## src/rtl/kwd_pkg.sv

```systemverilog
package kwd_pkg;
  // Bit positions of the configuration word decoded by software.
  localparam int EN_KEY_LSB  = 24;
  localparam int SVC_KEY_LSB = 26;
  localparam int STATUS_BIT  = 31;
  localparam int WORD_W      = 32;

  // Two-step key codes.
  localparam logic [1:0] KEY_ARM  = 2'b01;
  localparam logic [1:0] KEY_FIRE = 2'b10;

  // Strobes from control to datapath.
  typedef struct packed {
    logic run;   // timer running: advance prescaler and counter
    logic load;  // restart countdown from reload value, clear prescaler
  } dp_ctl_t;
endpackage

```

## src/rtl/kwd_key_seq.sv

```systemverilog
module kwd_key_seq
  import kwd_pkg::*;
(
  input  logic       clk,
  input  logic       rstN,
  input  logic       wrEn,
  input  logic [1:0] keyField,
  output logic       fire
);
  logic armed;

  // Any write re-evaluates the armed state: only an arm code keeps it set.
  always_ff @(posedge clk) begin
    if (!rstN) begin
      armed <= 1'b0;
    end else if (wrEn) begin
      armed <= (keyField == KEY_ARM);
    end
  end

  assign fire = wrEn && armed && (keyField == KEY_FIRE);
endmodule

```

## src/rtl/kwd_ctrl.sv

```systemverilog
module kwd_ctrl
  import kwd_pkg::*;
#(
  parameter int RELOAD_W = 24
) (
  input  logic                clk,
  input  logic                rstN,
  input  logic                wrEn,
  input  logic [WORD_W-1:0]   wrData,
  output logic [WORD_W-1:0]   rdData,
  output logic [RELOAD_W-1:0] reloadSel,
  output dp_ctl_t             dpCtl,
  output logic                enToggle
);
  localparam int NUM_KEYS = 2;
  localparam int PAD_W    = WORD_W - 1 - RELOAD_W;

  logic [RELOAD_W-1:0] reloadReg;
  logic                running;
  logic [NUM_KEYS-1:0] keyFire;
  logic                svcFire;
  logic [3:0]          unusedHi;

  // Key 0 is the enable key, key 1 the service key.
  for (genvar k = 0; k < NUM_KEYS; k++) begin : g_key
    localparam int LSB = (k == 0) ? EN_KEY_LSB : SVC_KEY_LSB;
    kwd_key_seq uKey (
      .clk     (clk),
      .rstN    (rstN),
      .wrEn    (wrEn),
      .keyField(wrData[LSB+1:LSB]),
      .fire    (keyFire[k])
    );
  end

  assign enToggle = keyFire[0];
  assign svcFire  = keyFire[1];
  assign unusedHi = wrData[WORD_W-1:WORD_W-4];

  always_ff @(posedge clk) begin
    if (!rstN) begin
      reloadReg <= '0;
      running   <= 1'b0;
    end else begin
      if (wrEn) begin
        reloadReg <= wrData[RELOAD_W-1:0];
      end
      if (enToggle) begin
        running <= ~running;
      end
    end
  end

  // The value the counter picks up this cycle matches what the register holds next.
  assign reloadSel = wrEn ? wrData[RELOAD_W-1:0] : reloadReg;

  always_comb begin
    dpCtl.run  = running;
    dpCtl.load = (enToggle && !running) || (svcFire && running && !enToggle);
  end

  assign rdData = {running, {PAD_W{1'b0}}, reloadReg};
endmodule

```

## src/rtl/kwd_datapath.sv

```systemverilog
module kwd_datapath
  import kwd_pkg::*;
#(
  parameter int RELOAD_W   = 24,
  parameter int PRESCALE_W = 8
) (
  input  logic                clk,
  input  logic                rstN,
  input  dp_ctl_t             dpCtl,
  input  logic [RELOAD_W-1:0] reloadSel,
  output logic                expire
);
  localparam logic [PRESCALE_W-1:0] PRE_MAX = '1;
  localparam logic [RELOAD_W-1:0]   CNT_ONE = RELOAD_W'(1);

  logic [PRESCALE_W-1:0] preCnt;
  logic [RELOAD_W-1:0]   downCnt;
  logic                  tick;

  assign tick = dpCtl.run && (preCnt == PRE_MAX);

  always_ff @(posedge clk) begin
    if (!rstN) begin
      preCnt  <= '0;
      downCnt <= '0;
      expire  <= 1'b0;
    end else begin
      expire <= 1'b0;
      if (dpCtl.load) begin
        preCnt  <= '0;
        downCnt <= reloadSel;
      end else if (dpCtl.run) begin
        preCnt <= preCnt + 1'b1;
        if (tick) begin
          if (downCnt <= CNT_ONE) begin
            expire  <= 1'b1;
            downCnt <= reloadSel;
          end else begin
            downCnt <= downCnt - 1'b1;
          end
        end
      end
    end
  end
endmodule

```

## src/rtl/keyed_watchdog.sv

```systemverilog
module keyed_watchdog
  import kwd_pkg::*;
#(
  parameter int RELOAD_W   = 24,
  parameter int PRESCALE_W = 8
) (
  input  logic        clk,
  input  logic        rstN,
  input  logic        wrEn,
  input  logic [31:0] wrData,
  output logic [31:0] rdData,
  output logic        expire
);
  if ((RELOAD_W + PRESCALE_W > WORD_W) || (RELOAD_W > EN_KEY_LSB) || (PRESCALE_W < 1)) begin : g_bad_param
    $error("keyed_watchdog: timeout must fit 32 bits and reload must sit below the key fields");
  end

  dp_ctl_t             dpCtl;
  logic [RELOAD_W-1:0] reloadSel;
  logic                enToggle;

  kwd_ctrl #(.RELOAD_W(RELOAD_W)) uCtrl (
    .clk      (clk),
    .rstN     (rstN),
    .wrEn     (wrEn),
    .wrData   (wrData),
    .rdData   (rdData),
    .reloadSel(reloadSel),
    .dpCtl    (dpCtl),
    .enToggle (enToggle)
  );

  kwd_datapath #(.RELOAD_W(RELOAD_W), .PRESCALE_W(PRESCALE_W)) uDp (
    .clk      (clk),
    .rstN     (rstN),
    .dpCtl    (dpCtl),
    .reloadSel(reloadSel),
    .expire   (expire)
  );
endmodule

```

## config.mk

```make
export PLATFORM = sky130hd
export DESIGN_NAME = keyed_watchdog
export DESIGN_NICKNAME = d
export VERILOG_FILES = /design/src/rtl/kwd_pkg.sv /design/src/rtl/kwd_key_seq.sv /design/src/rtl/kwd_ctrl.sv /design/src/rtl/kwd_datapath.sv /design/src/rtl/keyed_watchdog.sv
export SDC_FILE = /design/constraint.sdc
export NUM_CORES = 1
export LEC_CHECK = 0
export BUFFER_PORTS_ARGS = -buffer_cell sky130_fd_sc_hd__buf_4
export CORE_MARGIN = 5
export CORE_UTILIZATION = 36
export DETAILED_ROUTE_END_ITERATION = 8
export SYNTH_ARGS = -nofsm -noshare
export SYNTH_HDL_FRONTEND = slang
export SYNTH_SLANG_ARGS = --single-unit
```

## constraint.sdc

```tcl
create_clock -name clk -period 2.57 [get_ports clk]
set_input_delay 0.1285 -clock clk [delete_from_list [all_inputs] [get_ports clk]]
set_output_delay 0.1285 -clock clk [all_outputs]
set_load 0.01 [all_outputs]
```

==> results.sh <==
export IMPL_outcome="finished, final reports clean"
export IMPL_ys_seq_area_share_pct=39.4
export IMPL_swShare_pct=30.8
export IMPL_cts_max_level=3
export IMPL_synth_edf_count=0
export IMPL_pwr_share_seq_pct=36.6
export IMPL_viasPerCell=5.49
export IMPL_hold_viol=0
export IMPL_critPathKind="reg -> reg"
export IMPL_cts_buffers=9
export IMPL_maxSlewViolCount=0
export IMPL_gp_congestion=0.903
export IMPL_power_combinational_fraction_pct=28.4
export IMPL_drt_iter0_drc=136
export IMPL_hold_slack_ns=0.0581
export IMPL_portBuffers=56
export IMPL_avgRoutedWirePerCell_um=15.9
export IMPL_die_area_sq_mm=0.0104
export IMPL_ys_seq_elements=60
export IMPL_power_leakage_nw=1.69
export IMPL_clock_fmax_mhz=424
export IMPL_ant_nets=0
export IMPL_cts_hold_buffers_added=0
export IMPL_cpMostUsedCell="or4_1"
export IMPL_min_period_ns=2.36
export IMPL_cp_start_kind="flip-flop"
export IMPL_first_global_vias=2909
export IMPL_ys_types=61
export IMPL_start_util_pct=37.1
export IMPL_max_slew_worst_pin_slew_ns=0.746
export IMPL_clk_pin_slew_ns=0.07
export IMPL_cap_violations=0
export IMPL_cts_tree="done"
export IMPL_syn_area_per_cell_sq_um=8.79
export IMPL_period_share_pct=91.8
export IMPL_fin_setup_tns_ns=0
export IMPL_min_path_cells=3
export IMPL_min_path_type="in -> reg"
export IMPL_grt_pass1_wl_um=13900
export IMPL_path_cells="or4_1 -> buf_4 -> or3_1 -> or4_1 -> mux2i_1 -> a32o_1"
export IMPL_root_buffer="clkbuf_8"
export IMPL_clk_latency_ns=0.34
export IMPL_power_internal_mw=1.87
export IMPL_netlist_instances=347
export IMPL_cts_buffer_depth=2
export IMPL_crit_arrival_ns=2.65
export IMPL_cts_resized=0
export IMPL_die_x_um=102
export IMPL_setup_viol=0
export IMPL_totalWireLength_um=8290
export IMPL_grt_ovfl_total=0
export IMPL_route_detailed_drc=0
export IMPL_netlist_area_sq_mm=0.00305
export IMPL_critPathRequiredTime_ns=2.86
export IMPL_routed_via_count=2855
export IMPL_cts_sinks=60
export IMPL_slew_headroom_pct=50.2
export IMPL_rows=33
export IMPL_drt_first_pass_iters=4
export IMPL_syn2layout_area_growth_pct=25.5
export IMPL_async_flop_share_pct=0
export IMPL_fin_nets=448
export IMPL_dieHeight_um=102
export IMPL_synthFlopType="dfxtp_1"
export IMPL_drive_above_1_share_pct=25.1
export IMPL_fillCellCount=825
export IMPL_rr_worst_depth=6
export IMPL_core_area_sq_mm=0.00822
export IMPL_grt_max_degree=26
export IMPL_crit_path_end_kind="flip-flop"
export IMPL_postCtsSetupRepairBufs=0
export IMPL_synth_warnings=0
export IMPL_slowest_stage="or4_1"
export IMPL_dp_hpwl_um=6090
export IMPL_power_density_mw_per_mm2=705
export IMPL_ios=68
export IMPL_diodes=0
export IMPL_rsz0062_at_grt="false"
export IMPL_grtUsageTotal_pct=17.1
export IMPL_worstPathMaxFanout=6
export IMPL_fin_skew_ns=0.0102
export IMPL_antenna_found_initial=0
export IMPL_switchingPower_uw=831
export IMPL_vdd_drop_max_uv=335
export IMPL_critPathMaxStageDelay_ns=0.61
export IMPL_power_share_clock_pct=35.0
final timing paths:
check	start	endpoint	slack (ns)
worst max-delay path	uDp.downCnt[12]	uDp.downCnt[22]	0.21
worst max register to register	uDp.downCnt[12]	uDp.downCnt[22]	0.21
worst min-delay path	wrData[9]	uCtrl.reloadReg[9]	0.06
worst min register to register	uCtrl.g_key[1].uKey.armed	uCtrl.g_key[1].uKey.armed	0.47
through the flow:
stage	setup slack (ns)	cells	total power [mW]	instance area, sq um	utilization (%)
after floorplan	0.319	353	1.54	3070	-
after global placement	0.257	504	1.76	3610	43.9
after detailed placement	0.229	504	1.77	3610	43.9
after CTS	0.218	520	2.72	3830	46.6
after global routing	0.0858	520	2.85	3830	46.6
final	0.210	520	2.70	3830	46.6
state kept, by name, indices dropped and copies added, names as in the netlist:
| register | cells |
|---|---|
| uCtrl.reloadReg | 24 |
| uDp.preCnt | 8 |
| uDp.expire | 1 |
| uCtrl.g_key.uKey.armed | 2 |
| uDp.downCnt | 24 |
| uCtrl.running | 1 |
layout make-up:
class / instances / area (sq um) / area share (%)
Sequential cell: 60 / 1200 / 31.4
Clock buffer: 12 / 145 / 3.79
Clock inverter: 4 / 72.6 / 1.90
Inverter: 5 / 18.8 / 0.490
Timing Repair Buffer: 76 / 571 / 14.9
Tap cell: 105 / 131 / 3.43
Multi-Input combinational cell: 258 / 1690 / 44.1
cells in the mapped netlist (3+ instances only):
master	instances	share of area (%)
mux2_2	4	1.5
o21a_1	4	0.98
or3_1	10	2.1
o21ai_0	13	2.1
a31oi_1	5	1.0
nor2_1	43	5.3
clkbuf_1	11	1.4
buf_2	3	0.49
o22ai_1	5	1.0
buf_4	9	2.2
or4_1	8	2.0
mux2i_1	27	8.9
nand4_1	7	1.4
a21oi_1	12	2.0
dfxtp_1	60	39
nor4_1	7	1.4
ha_1	3	1.2
a32o_1	5	1.6
and2_1	3	0.62
nand2_1	20	2.5
buf_1	5	0.62
nand2b_1	4	0.82
nand3_1	8	1.3
xor2_1	7	2.0
inv_1	5	0.62
nor3_1	13	2.1
layer usage:
layer | global-route usage [%] | vias up | part of all wire [%]
met2 | 26.0 | 97 | 46
met5 | 0 | - | 0
met3 | 4.37 | 16 | 6.8
li1 | - | 1392 | -
met1 | 22.7 | 1350 | 46
met4 | 7.87 | 0 | 1.9
worst max-delay path: cells and delay by family, from the launching register on:
| family | cells | cell delay, ns |
|---|---|---|
| buffers and inverters | 1 | 0.20 |
| AOI/OAI and AO/OA | 1 | 0.14 |
| DFF | 1 | 0.31 |
| and+or+nand+nor | 3 | 1.51 |
| muxes | 1 | 0.15 |
cells by family (layout without fill, tap and decap cells):
family / count (synthesis) / after routing / synth area share (%)
compound gates: 69 / 69 / 15.8
xor+xnor: 9 / 9 / 2.58
fa+ha+maj: 3 / 3 / 1.23
buf+inv: 35 / 97 / 6.03
flops: 60 / 60 / 39.4
mux: 31 / 31 / 10.3
other cells: 1 / 7 / 0.123
simple gates: 139 / 139 / 24.5
cell usage in the layout (no fill, tap or decap), drive strengths merged, types with 7 or more instances in the layout:
cell,count
a21oi,13
buf,76
clkbuf,12
conb,7
dfxtp,60
mux2i,27
nand2,20
nand3,9
nand4,7
nor2,44
nor3,13
nor4,8
o21ai,14
or3,10
or4,9
xor2,7
power by group through the flow:
stage          Sequential (mW)  Clock (mW)  Combinational, mW
4_1_cts                  0.988       0.967              0.765
6_report                 0.988       0.944              0.767
3_5_place_dp              1.01           0              0.762
3_3_place_gp              1.01           0              0.754
2_1_floorplan             1.02           0              0.519
5_1_grt                  0.992        1.01              0.843
(Power assumes the default switching activity.)
